<file path="config.mk">
export PLATFORM = sky130hd
export DESIGN_NAME = xbus_ctrl
export DESIGN_NICKNAME = d
export VERILOG_FILES = /design/src/rtl/xbus_pkg.sv /design/src/rtl/xbus_decode.sv /design/src/rtl/xbus_fsm.sv /design/src/rtl/xbus_pinmux.sv /design/src/rtl/xbus_ctrl.sv
export SDC_FILE = /design/constraint.sdc
export NUM_CORES = 1
export LEC_CHECK = 0
export BUFFER_PORTS_ARGS = -buffer_cell sky130_fd_sc_hd__buf_4
export CORE_MARGIN = 2
export CORE_UTILIZATION = 30
export DETAILED_ROUTE_END_ITERATION = 10
export REMOVE_ABC_BUFFERS = 1
export SYNTH_ARGS = -nofsm -noshare
export SYNTH_HDL_FRONTEND = slang
export SYNTH_SLANG_ARGS = --single-unit
</file>
<file path="constraint.sdc">
create_clock -name clk -period 1.7 [get_ports clk]
set_clock_uncertainty 0.1 [all_clocks]
set_input_delay 0.255 -clock clk [delete_from_list [all_inputs] [get_ports clk]]
set_output_delay 0.255 -clock clk [all_outputs]
set_load 0.02 [all_outputs]
</file>
<file path="src/rtl/xbus_pkg.sv">
package xbus_pkg;
    typedef enum logic [2:0] {
        ST_IDLE,
        ST_ADDR,
        ST_HOLD,
        ST_STROBE,
        ST_INT
    } xbus_state_e;

    // control pin bit order, decoded by board wiring
    localparam int CTL_ALE = 0;
    localparam int CTL_RD  = 1;
    localparam int CTL_WR  = 2;
    localparam int CTL_N   = 3;
endpackage

</file>
<file path="src/rtl/xbus_decode.sv">
module xbus_decode #(
    parameter int          AW       = 16,
    parameter logic [15:0] SRAM_TOP = 16'h21FF
) (
    input  logic          en,
    input  logic          req,
    input  logic          idle,
    input  logic [AW-1:0] addr,
    output logic          go_ext,
    output logic          go_int,
    output logic          unmapped
);
    logic is_ext;

    always_comb begin
        is_ext   = (addr > AW'(SRAM_TOP));
        go_ext   = req && idle && en && is_ext;
        go_int   = req && idle && en && !is_ext;
        unmapped = req && !en && is_ext;
    end
endmodule

</file>
<file path="src/rtl/xbus_fsm.sv">
module xbus_fsm
    import xbus_pkg::*;
#(
    parameter int AW = 16,
    parameter int DW = 8,
    parameter int WW = 2
) (
    input  logic             clk,
    input  logic             rst_n,
    input  logic             go_ext,
    input  logic             go_int,
    input  logic             we,
    input  logic [AW-1:0]    addr,
    input  logic [DW-1:0]    wdata,
    input  logic [WW-1:0]    wait_cfg,
    input  logic [DW-1:0]    ad_i,
    output logic [DW-1:0]    bus_ad_o,
    output logic             bus_ad_oe,
    output logic [AW-DW-1:0] bus_ah_o,
    output logic [CTL_N-1:0] bus_ctl,
    output logic             ready,
    output logic [DW-1:0]    rdata
);
    xbus_state_e   state_q, state_d;
    logic [AW-1:0] addr_q;
    logic [DW-1:0] wdata_q, rdata_q;
    logic          we_q;
    logic [WW-1:0] wcnt_q;
    logic          last_strobe;

    assign last_strobe = (state_q == ST_STROBE) && (wcnt_q == '0);
    assign rdata       = rdata_q;

    // state register
    always_ff @(posedge clk or negedge rst_n) begin
        if (!rst_n) state_q <= ST_IDLE;
        else        state_q <= state_d;
    end

    // next state
    always_comb begin
        state_d = state_q;
        unique case (state_q)
            ST_IDLE:   if (go_ext) state_d = ST_ADDR;
                       else if (go_int) state_d = ST_INT;
            ST_ADDR:   state_d = ST_HOLD;
            ST_HOLD:   state_d = ST_STROBE;
            ST_STROBE: if (wcnt_q == '0) state_d = ST_IDLE;
            ST_INT:    state_d = ST_IDLE;
            default:   state_d = ST_IDLE;
        endcase
    end

    // access context and read capture
    always_ff @(posedge clk or negedge rst_n) begin
        if (!rst_n) begin
            addr_q  <= '0;
            wdata_q <= '0;
            rdata_q <= '0;
            we_q    <= 1'b0;
            wcnt_q  <= '0;
        end else begin
            if (state_q == ST_IDLE && (go_ext || go_int)) begin
                addr_q  <= addr;
                wdata_q <= wdata;
                we_q    <= we;
                wcnt_q  <= wait_cfg;
            end
            if (state_q == ST_STROBE && wcnt_q != '0)
                wcnt_q <= wcnt_q - 1'b1;
            if (last_strobe && !we_q)
                rdata_q <= ad_i;
        end
    end

    // outputs
    always_comb begin
        bus_ad_o         = addr_q[DW-1:0];
        bus_ad_oe        = 1'b1;
        bus_ah_o         = addr_q[AW-1:DW];
        bus_ctl          = '0;
        bus_ctl[CTL_RD]  = 1'b1;
        bus_ctl[CTL_WR]  = 1'b1;
        ready            = 1'b0;
        unique case (state_q)
            ST_IDLE:   ready = 1'b1;
            ST_ADDR:   bus_ctl[CTL_ALE] = 1'b1;
            ST_HOLD:   ;
            ST_STROBE: begin
                if (we_q) begin
                    bus_ctl[CTL_WR] = 1'b0;
                    bus_ad_o        = wdata_q;
                end else begin
                    bus_ctl[CTL_RD] = 1'b0;
                    bus_ad_oe       = 1'b0;
                end
            end
            ST_INT:    bus_ctl[CTL_ALE] = 1'b1;
            default:   ;
        endcase
    end

    AST_WAIT_COUNTS_DOWN: assert property (@(posedge clk) disable iff (!rst_n)
        (state_q == ST_STROBE && wcnt_q != '0) |=> (state_q == ST_STROBE));
    AST_ADDR_TO_HOLD: assert property (@(posedge clk) disable iff (!rst_n)
        (state_q == ST_ADDR) |=> (state_q == ST_HOLD && bus_ctl[CTL_ALE] == 1'b0));
endmodule

</file>
<file path="src/rtl/xbus_pinmux.sv">
module xbus_pinmux
    import xbus_pkg::*;
#(
    parameter int DW = 8,
    parameter int HW = 8
) (
    input  logic             en,
    input  logic [DW-1:0]    bus_ad_o,
    input  logic             bus_ad_oe,
    input  logic [HW-1:0]    bus_ah_o,
    input  logic [CTL_N-1:0] bus_ctl,
    input  logic [DW-1:0]    port_ad_o,
    input  logic [DW-1:0]    port_ad_oe,
    input  logic [HW-1:0]    port_ah_o,
    input  logic [HW-1:0]    port_ah_oe,
    input  logic [CTL_N-1:0] port_ctl_o,
    input  logic [CTL_N-1:0] port_ctl_oe,
    output logic [DW-1:0]    pad_ad_o,
    output logic [DW-1:0]    pad_ad_oe,
    output logic [HW-1:0]    pad_ah_o,
    output logic [HW-1:0]    pad_ah_oe,
    output logic [CTL_N-1:0] pad_ctl_o,
    output logic [CTL_N-1:0] pad_ctl_oe
);
    assign pad_ad_o  = en ? bus_ad_o         : port_ad_o;
    assign pad_ad_oe = en ? {DW{bus_ad_oe}}  : port_ad_oe;
    assign pad_ah_o  = en ? bus_ah_o         : port_ah_o;
    assign pad_ah_oe = en ? {HW{1'b1}}       : port_ah_oe;

    for (genvar g = 0; g < CTL_N; g++) begin : g_ctl
        assign pad_ctl_o[g]  = en ? bus_ctl[g] : port_ctl_o[g];
        assign pad_ctl_oe[g] = en ? 1'b1       : port_ctl_oe[g];
    end
endmodule

</file>
<file path="src/rtl/xbus_ctrl.sv">
module xbus_ctrl
    import xbus_pkg::*;
#(
    parameter int          AW       = 16,
    parameter int          DW       = 8,
    parameter int          WW       = 2,
    parameter logic [15:0] SRAM_TOP = 16'h21FF,
    localparam int         HW       = AW - DW
) (
    input  logic             clk,
    input  logic             rst_n,
    input  logic             cfg_enable,
    input  logic [WW-1:0]    cfg_wait,
    input  logic             cpu_req,
    input  logic             cpu_we,
    input  logic [AW-1:0]    cpu_addr,
    input  logic [DW-1:0]    cpu_wdata,
    output logic             cpu_ready,
    output logic [DW-1:0]    cpu_rdata,
    output logic             cpu_unmapped,
    input  logic [DW-1:0]    port_ad_o,
    input  logic [DW-1:0]    port_ad_oe,
    input  logic [HW-1:0]    port_ah_o,
    input  logic [HW-1:0]    port_ah_oe,
    input  logic [CTL_N-1:0] port_ctl_o,
    input  logic [CTL_N-1:0] port_ctl_oe,
    input  logic [DW-1:0]    pad_ad_i,
    output logic [DW-1:0]    pad_ad_o,
    output logic [DW-1:0]    pad_ad_oe,
    output logic [HW-1:0]    pad_ah_o,
    output logic [HW-1:0]    pad_ah_oe,
    output logic [CTL_N-1:0] pad_ctl_o,
    output logic [CTL_N-1:0] pad_ctl_oe
);
    logic             go_ext, go_int;
    logic [DW-1:0]    bus_ad_o;
    logic             bus_ad_oe;
    logic [HW-1:0]    bus_ah_o;
    logic [CTL_N-1:0] bus_ctl;

    xbus_decode #(.AW(AW), .SRAM_TOP(SRAM_TOP)) u_decode (
        .en(cfg_enable), .req(cpu_req), .idle(cpu_ready), .addr(cpu_addr),
        .go_ext(go_ext), .go_int(go_int), .unmapped(cpu_unmapped)
    );

    xbus_fsm #(.AW(AW), .DW(DW), .WW(WW)) u_fsm (
        .clk(clk), .rst_n(rst_n), .go_ext(go_ext), .go_int(go_int),
        .we(cpu_we), .addr(cpu_addr), .wdata(cpu_wdata), .wait_cfg(cfg_wait),
        .ad_i(pad_ad_i), .bus_ad_o(bus_ad_o), .bus_ad_oe(bus_ad_oe),
        .bus_ah_o(bus_ah_o), .bus_ctl(bus_ctl), .ready(cpu_ready), .rdata(cpu_rdata)
    );

    xbus_pinmux #(.DW(DW), .HW(HW)) u_pinmux (
        .en(cfg_enable), .bus_ad_o(bus_ad_o), .bus_ad_oe(bus_ad_oe),
        .bus_ah_o(bus_ah_o), .bus_ctl(bus_ctl),
        .port_ad_o(port_ad_o), .port_ad_oe(port_ad_oe),
        .port_ah_o(port_ah_o), .port_ah_oe(port_ah_oe),
        .port_ctl_o(port_ctl_o), .port_ctl_oe(port_ctl_oe),
        .pad_ad_o(pad_ad_o), .pad_ad_oe(pad_ad_oe),
        .pad_ah_o(pad_ah_o), .pad_ah_oe(pad_ah_oe),
        .pad_ctl_o(pad_ctl_o), .pad_ctl_oe(pad_ctl_oe)
    );

    logic strobe_low;
    assign strobe_low = !(pad_ctl_o[CTL_RD] && pad_ctl_o[CTL_WR]);

    AST_STROBE_EXCL: assert property (@(posedge clk) disable iff (!rst_n)
        cfg_enable |-> (pad_ctl_o[CTL_RD] || pad_ctl_o[CTL_WR]));
    AST_NO_STROBE_UNDER_ALE: assert property (@(posedge clk) disable iff (!rst_n)
        (cfg_enable && pad_ctl_o[CTL_ALE]) |-> !strobe_low);
    AST_HOLD_BEFORE_STROBE: assert property (@(posedge clk) disable iff (!rst_n)
        (cfg_enable && $rose(strobe_low)) |-> ($past(pad_ctl_o[CTL_ALE]) == 1'b0));
    AST_READ_RELEASE: assert property (@(posedge clk) disable iff (!rst_n)
        (cfg_enable && !pad_ctl_o[CTL_RD]) |-> (pad_ad_oe == '0));
    AST_WDATA_STABLE: assert property (@(posedge clk) disable iff (!rst_n)
        (cfg_enable && !pad_ctl_o[CTL_WR] && $past(!pad_ctl_o[CTL_WR])) |-> $stable(pad_ad_o));
    AST_BUSY_NOT_READY: assert property (@(posedge clk) disable iff (!rst_n)
        strobe_low && cfg_enable |-> !cpu_ready);
    AST_OVERRIDE_OE: assert property (@(posedge clk) disable iff (!rst_n)
        cfg_enable |-> ((&pad_ah_oe) && (&pad_ctl_oe)));
    AST_INT_NO_STROBE: assert property (@(posedge clk) disable iff (!rst_n)
        go_int |=> (pad_ctl_o[CTL_RD] && pad_ctl_o[CTL_WR] && pad_ctl_o[CTL_ALE]));
    AST_UNMAPPED_NO_CYCLE: assert property (@(posedge clk) disable iff (!rst_n)
        cpu_unmapped && cpu_ready |=> cpu_ready);
endmodule

</file>
==> metrics, run 1 <==
status=finished with violations; failing checks=negative setup slack; Area Overhead vs Synth=73.3%; detailed placer's ending HPWL=3.96 mm; asr flop ratio synth=100%; crit path kind=flip-flop to output port; sequential share of power=32.4%; Syn. warnings=0; htree depth=2; worst r2r dst=u_fsm.addr_q[14]$_DFFE_PN0P_; placed inst area=0.00312 sq mm; kind of start point of the critical path=flip-flop; largest cells by area after synthesis=dfrtp_1, mux2_2, mux2i_1; FF-to-FF setup slack=-70 ps; Crit-path slowest cell=dfrtp_1; Top FF cell, synth=dfrtp_1; die width=85.3 microns; Layout Cells excl Fill=396; layout net count=396; Total Routing Usage GR=13.6%; setup slack after layout=-194 ps; cells after synthesis=170; Crit path top cell by count=buf_6; most common cell in the netlist=mux2_2; CP Cell Sequence=buf_6 -> buf_4 -> xnor2_2 -> nor2_1 -> mux2_4 -> buf_6; CP Capture Type=output port; CP top delay family=flip-flops; Distinct cells, synth=28; number of max-cap violations=0; total negative slack=-4560 ps; Core Rows=29; post-synth top area cell=dfrtp_1; CTS Buf Count=5; sw power=between 1.5 and 2 mW; Final min period=1890 ps; top cells by count, synth=mux2_2, dfrtp_1, inv_1, nor2_1, or2_2; combinational share of power=54.5%; fillers=a little under 600; dpl ws=-154 ps; Worst path depth=6; share of the yosys chip area belonging to registers=47.9%; 1st-iter DRT viols=92; routed vias=between 1500 and 2000; Worst Path Required=between 1000 and 1500 ps; final slew viol count=0; FF-to-FF path depth=6; Least-Margin Pin Slew=481 ps; FF+latch area=952 sq um; Initial Util=31.1%; Final Wtd Congestion=around 0.7; final setup fails=46; vias in the first global route=1741; CTS clk-pin slew, worst paths=80 ps; vias per std cell=roughly 4.6; HP Class=input pin to flip-flop; first-pass GRT wire length=7.97 mm; clock sinks=38; Worst setup endpoint=pad_ctl_o[0]; drt first pass iters=4; fmax=528 MHz; antenna violations before repair=0; Mapped Area=between 0.0015 and 0.002 sq mm; core area=0.00639 sq mm; largest net degree at the start of global routing=40; Switching Share=34.5%; DP Cell Count=380; CP peak stage delay=slightly above 400 ps; Leak=1.73 nW; pwr/cell area=1420 mW/mm^2; die height=between 80 and 90 microns; # DRC=0; multi-input logic area=between 0.001 and 0.0015 sq mm; Worst setup startpoint=u_fsm.state_q[0]$_DFFE_PN0P_; clock power share=13.0%; TritonCTS clock tree=done; final hold vios=0; Crit Path Max Fanout=3; Final Cell Area=0.00344 sq mm; IO Pins=125; diodes inserted=0; Buf/Inv on CP=3; Post-synth EDFFs=0; Tcrit/Tclk final=111%; PortBufs=124; Final ANT Viol Nets=0; internal power=approximately 3.2 mW; worst hold slack=93.6 ps; unrepaired setup endpoints after global routing=true; worst reg2reg startpoint=u_fsm.state_q[0]$_DFFE_PN0P_; average footprint of a synthesized cell=11.7 sq um; Slew HR=68.0%; crit path DAT=roughly 1500 ps; final WL=5.25 mm; clock root buffer=clkbuf_8; clk buf depth=2; Synth top area share=47.9%; Worst VDD drop=between 600 and 700 uV; Avg WL per Cell=between 10 and 15 microns; Skew-Pair Late Insertion Delay=280 ps; total grt overflow=0; die area=between 0.007 and 0.008 sq mm; Seq cells post-synth=38; fraction of layout cells with a size suffix above 1=between 70% and 80%
==> metrics by stage <==
stage,power (mW),utilization (%)
5_1_grt,5.21,53.8
6_report,4.90,53.8
3_5_place_dp,3.95,48.9
3_3_place_gp,3.90,48.9
4_1_cts,4.69,51.5
2_1_floorplan,2.91,-
==> final cells by class <==
cell class              count  share of cell area (%)
repair buffers            149                    35.0
multi-input cells         112                    30.4
inverters                  12                    1.31
clock inverters             2                   0.364
well taps                  77                    2.80
flip-flops and latches     38                    27.7
clock buffers               6                    2.40
==> layout by cell type (no fill, tap or decap), drive strengths merged, types with 2 or more instances in the layout <==
cell type	instances
or2	11
inv	12
mux2	43
and2	4
buf	148
mux2i	8
a221o	2
dfrtp	38
nor3b	2
o21ai	9
clkbuf	6
nor2	12
a211oi	2
a21oi	8
==> what timing repair did <==
| item | CTS | global route |
|---|---|---|
| hold endpoints to repair | 38 | 0 |
| hold buffers | 1 | 0 |
| setup buffers | 3 | 3 |
| gates cloned | 0 | 1 |
| pin swaps | 8 | 6 |
| resized for setup | 11 | 40 |
| setup endpoints to repair | 20 | 43 |
==> layer usage <==
layer	up-vias	global-route usage, %	part of all wire [%]
met5	-	0	0
met4	0	3.46	0.42
met3	2	4.77	9.8
met2	81	23.6	50
met1	836	16.1	39
li1	884	-	-
==> power by group through the flow <==
stage	clock network (mW)	registers, mW	logic, mW
detailed placement	0	1.60	2.35
floorplan	0	1.68	1.23
CTS	0.671	1.58	2.43
global placement	0	1.59	2.32
finish	0.638	1.59	2.67
global route	0.704	1.65	2.86
==> cell families after synthesis <==
| logic type | Yosys count | synth area share (%) |
|---|---|---|
| DFF | 38 | 47.9 |
| buffers and inverters | 20 | 4.42 |
| AOI/OAI and AO/OA | 24 | 7.38 |
| adders and majority gates | 1 | 0.631 |
| muxes | 51 | 28.5 |
| and+or+nand+nor | 35 | 10.7 |
| xor gates and xnor gates | 1 | 0.442 |
==> registers in the layout (all words and copies together) (netlist names) <==
| register | flops |
|---|---|
| u_fsm.wdata_q | 8 |
| u_fsm.addr_q | 16 |
| u_fsm.state_q | 3 |
| u_fsm.rdata | 8 |
| u_fsm.we_q | 1 |
| u_fsm.wcnt_q | 2 |
==> worst min path at each step <==
stage / startpoint / end / slack (ps) / depth (start not counted)
global route: cpu_addr[10] / u_fsm.addr_q[10]$_DFFE_PN0P_ / 80 / 2
global placement: rst_n / u_fsm.wdata_q[1]$_DFFE_PN0P_ / 160 / 1
CTS: cpu_addr[10] / u_fsm.addr_q[10]$_DFFE_PN0P_ / 80 / 2
floorplan: rst_n / u_fsm.addr_q[0]$_DFFE_PN0P_ / -140 / 0
finish: cpu_addr[10] / u_fsm.addr_q[10]$_DFFE_PN0P_ / 90 / 2
detailed placement: rst_n / u_fsm.wdata_q[1]$_DFFE_PN0P_ / 160 / 1
No activity file was read; power rests on OpenSTA's default activity.
==> run 2, diff against run 1 <==
--- a/config.mk
+++ b/config.mk
@@ -5,10 +5,12 @@
 export SDC_FILE = /design/constraint.sdc
 export NUM_CORES = 1
 export LEC_CHECK = 0
+export ABC_AREA = 1
 export BUFFER_PORTS_ARGS = -buffer_cell sky130_fd_sc_hd__buf_4
 export CORE_MARGIN = 2
-export CORE_UTILIZATION = 30
+export CORE_UTILIZATION = 40
 export DETAILED_ROUTE_END_ITERATION = 10
+export PLACE_DENSITY = 0.76
 export REMOVE_ABC_BUFFERS = 1
 export SYNTH_ARGS = -nofsm -noshare
 export SYNTH_HDL_FRONTEND = slang
==> metrics, run 2 <==
dpl ws=-2.08 ps (was -154 ps); most common cell in the netlist=nand2_1 (was mux2_2); routed vias=2468 (was 1803); CP Cell Sequence=buf_6 -> nor2_4 -> buf_6 -> nand2_2 -> nand2_1 -> nand2_1 -> nand2_1 -> buf_6 (was buf_6 -> buf_4 -> xnor2_2 -> nor2_1 -> mux2_4 -> buf_6); Total Routing Usage GR=20.3% (was 13.6%); final setup fails=19 (was 46); htree depth=2 (unchanged); sw power=2.23 mW (was 1.69 mW); status=finished with violations (unchanged); vias in the first global route=2310 (was 1741); cells after synthesis=325 (was 170); Buf/Inv on CP=3 (unchanged); Worst VDD drop=811 uV (was 631 uV); core area=0.00547 sq mm (was 0.00639 sq mm); clock sinks=38 (unchanged); 1st-iter DRT viols=120 (was 92); first-pass GRT wire length=10.0 mm (was 7.97 mm); Crit Path Max Fanout=5 (was 3); sequential share of power=31.2% (was 32.4%); diodes inserted=0 (unchanged); Switching Share=42.4% (was 34.5%); TritonCTS clock tree=done (unchanged); top cells by count, synth=nand2_1, dfrtp_1, inv_1 (was mux2_2, dfrtp_1, inv_1, nor2_1, or2_2); most common cell after layout, fill and taps aside=nand2_1 (was buf_4); Seq cells post-synth=38 (unchanged); Tcrit/Tclk final=107% (was 111%); die height=79.1 microns (was 85.3 microns); CP Capture Type=output port (unchanged); Post-synth EDFFs=0 (unchanged); Top reg by flops=u_fsm.addr_q (unchanged); internal power=3.03 mW (was 3.21 mW); pwr/cell area=1430 mW/mm^2 (was 1420 mW/mm^2); Slew HR=67.9% (was 68.0%); Worst Path Required=1340 ps (about the same); layout net count=543 (was 396); setup slack after layout=-111 ps (was -194 ps); CTS clk-pin slew, worst paths=70 ps (was 80 ps); average footprint of a synthesized cell=6.95 sq um (was 11.7 sq um); asr flop ratio synth=100% (unchanged); placed inst area=0.00327 sq mm (was 0.00312 sq mm); CTS Buf Count=5 (unchanged); Final Cell Area=0.00368 sq mm (was 0.00344 sq mm); Initial Util=41.3% (was 31.1%); final hold vios=0 (unchanged); crit path kind=flip-flop to output port (unchanged); final WL=6.41 mm (was 5.25 mm); Area Overhead vs Synth=62.8% (was 73.3%); crit path DAT=1460 ps (was 1540 ps); number of max-cap violations=0 (unchanged); Top FF cell, synth=dfrtp_1 (unchanged); Distinct cells, synth=23 (was 28); combinational share of power=56.7% (was 54.5%); final slew viol count=0 (unchanged); drt first pass iters=4 (unchanged); fraction of layout cells with a size suffix above 1=47.4% (was 70.8%); die area=0.00626 sq mm (was 0.00728 sq mm); failing checks=negative setup slack (unchanged); IO Pins=125 (unchanged); HP Class=input pin to flip-flop (unchanged); Final ANT Viol Nets=0 (unchanged); post-synth top area cell=dfrtp_1 (unchanged); kind of start point of the critical path=flip-flop (unchanged); Final min period=1810 ps (was 1890 ps); CP peak stage delay=430 ps (was 410 ps); most frequent cells in the layout=nand2_1, buf_4, dfrtp_1 (was buf_4, dfrtp_1, mux2_2); antenna violations before repair=0 (unchanged); total negative slack=-1210 ps (was -4560 ps); fmax=552 MHz (was 528 MHz); Least-Margin Pin Slew=482 ps (was 481 ps); Crit-path slowest cell=dfrtp_2 (was dfrtp_1); die width=79.1 microns (was 85.3 microns); Leak=2.08 nW (was 1.73 nW); largest net degree at the start of global routing=39 (was 40); CP top delay family=flip-flops (unchanged); Core Rows=27 (was 29); vias per std cell=4.59 (was 4.55); clock power share=12.1% (was 13.0%); Largest register FFs=16 (unchanged); unrepaired setup endpoints after global routing=true (unchanged); Mapped Area=0.00226 sq mm (was 0.00198 sq mm); PortBufs=124 (unchanged); share of the yosys chip area belonging to registers=42.1% (was 47.9%); Skew-Pair Late Insertion Delay=290 ps (was 280 ps); clk buf depth=2 (unchanged); detailed placer's ending HPWL=4.57 mm (was 3.96 mm); Avg WL per Cell=11.9 microns (was 13.3 microns); Syn. warnings=0 (unchanged); Final Wtd Congestion=0.812 (was 0.706); total grt overflow=0 (unchanged); largest cells by area after synthesis=dfrtp_1, nand2_1, o21ai_2 (was dfrtp_1, mux2_2, mux2i_1); Synth top area share=42.1% (was 47.9%); clock root buffer=clkbuf_8 (unchanged); # DRC=0 (unchanged)
-- run 2: cell types whose count changed after synthesis, moves of 7 or more --
| cell | change |
|---|---|
| mux2_2 | -43 |
| o21ai_0 | -8 |
| nand2_2 | +11 |
| nand2_1 | +197 |
| o21ai_2 | +9 |
| mux2i_1 | -8 |
| nand3_1 | +7 |
| a21oi_1 | -8 |
-- run 2: cell families after synthesis --
| kind of cell | Yosys count | share of synthesized area (%) |
|---|---|---|
| compound gates | 12 | 4.27 |
| fa+ha+maj | 1 | 0.554 |
| buf+inv | 32 | 7.31 |
| flops | 38 | 42.1 |
| simple gates | 242 | 45.8 |
-- run 2: layout make-up --
| class | count | area [sq um] |
|---|---|---|
| fillers | 469 | 1800 |
| inverters | 18 | 75.1 |
| clock inverters | 1 | 5.00 |
| flip-flops and latches | 38 | 956 |
| multi-input cells | 256 | 1240 |
| clock buffers | 7 | 86.3 |
| well taps | 72 | 90.1 |
| repair buffers | 146 | 1220 |
-- run 2: final timing paths --
| check | start | endpoint | slack [ps] | depth (start not counted) |
|---|---|---|---|---|
| worst min register to register | u_fsm.wdata_q[0]$_DFFE_PN0P_ | u_fsm.wdata_q[0]$_DFFE_PN0P_ | 370 | 2 |
| worst max-delay path | u_fsm.state_q[2]$_DFFE_PN0P_ | pad_ad_o[1] | -110 | 8 |
| max in group asynchronous | rst_n | u_fsm.we_q$_DFFE_PN0P_ | 780 | 2 |
| min in group asynchronous | rst_n | u_fsm.rdata[1]$_DFFE_PN0P_ | 360 | 2 |
| worst min-delay path | cpu_wdata[7] | u_fsm.wdata_q[7]$_DFFE_PN0P_ | 60 | 3 |
| worst max register to register | u_fsm.state_q[2]$_DFFE_PN0P_ | u_fsm.wcnt_q[0]$_DFFE_PN0P_ | 30 | 7 |
-- run 2: routing by layer --
| layer | vias to the layer above | routed length, microns | GRT usage [%] |
|---|---|---|---|
| met5 | - | 0 | 0 |
| met4 | 0 | 77 | 6.38 |
| met3 | 8 | 581 | 6.93 |
| met2 | 104 | 3250 | 37.5 |
| met1 | 1101 | 2500 | 21.7 |
| li1 | 1255 | - | - |
-- run 2: power by group through the flow --
stage | Combinational (mW) | Clock, mW | Sequential (mW)
finish | 2.98 | 0.637 | 1.64
global route | 3.28 | 0.694 | 1.70
CTS | 2.80 | 0.657 | 1.63
detailed placement | 2.43 | 0 | 1.63
global placement | 2.38 | 0 | 1.61
floorplan | 1.39 | 0 | 1.70
-- run 2: worst register-to-register path, delay by kind of cell (launching register included) --
family                 cells  cell delay, ps
buffers and inverters      3             400
and+or+nand+nor            4             640
DFF                        1             430
-- run 2: through the flow --
| step | hold slack [ps] | power (mW) | instances | util, % |
|---|---|---|---|---|
| finish | 60.7 | 5.25 | 538 | 67.2 |
| global route | 55.2 | 5.67 | 538 | 67.2 |
| CTS | 49.4 | 5.09 | 534 | 65.4 |
| detailed placement | 151 | 4.06 | 516 | 59.8 |
| global placement | 153 | 3.99 | 516 | 59.8 |
| floorplan | -141 | 3.08 | 311 | - |
-- run 2: timing repair --
item	CTS	global route
endpoints found under the setup margin	19	20
gates cloned	1	0
hold buffers	1	0
pin swaps	18	15
resized for setup	36	18
buffers inserted	8	4
endpoints found under the hold margin	38	0
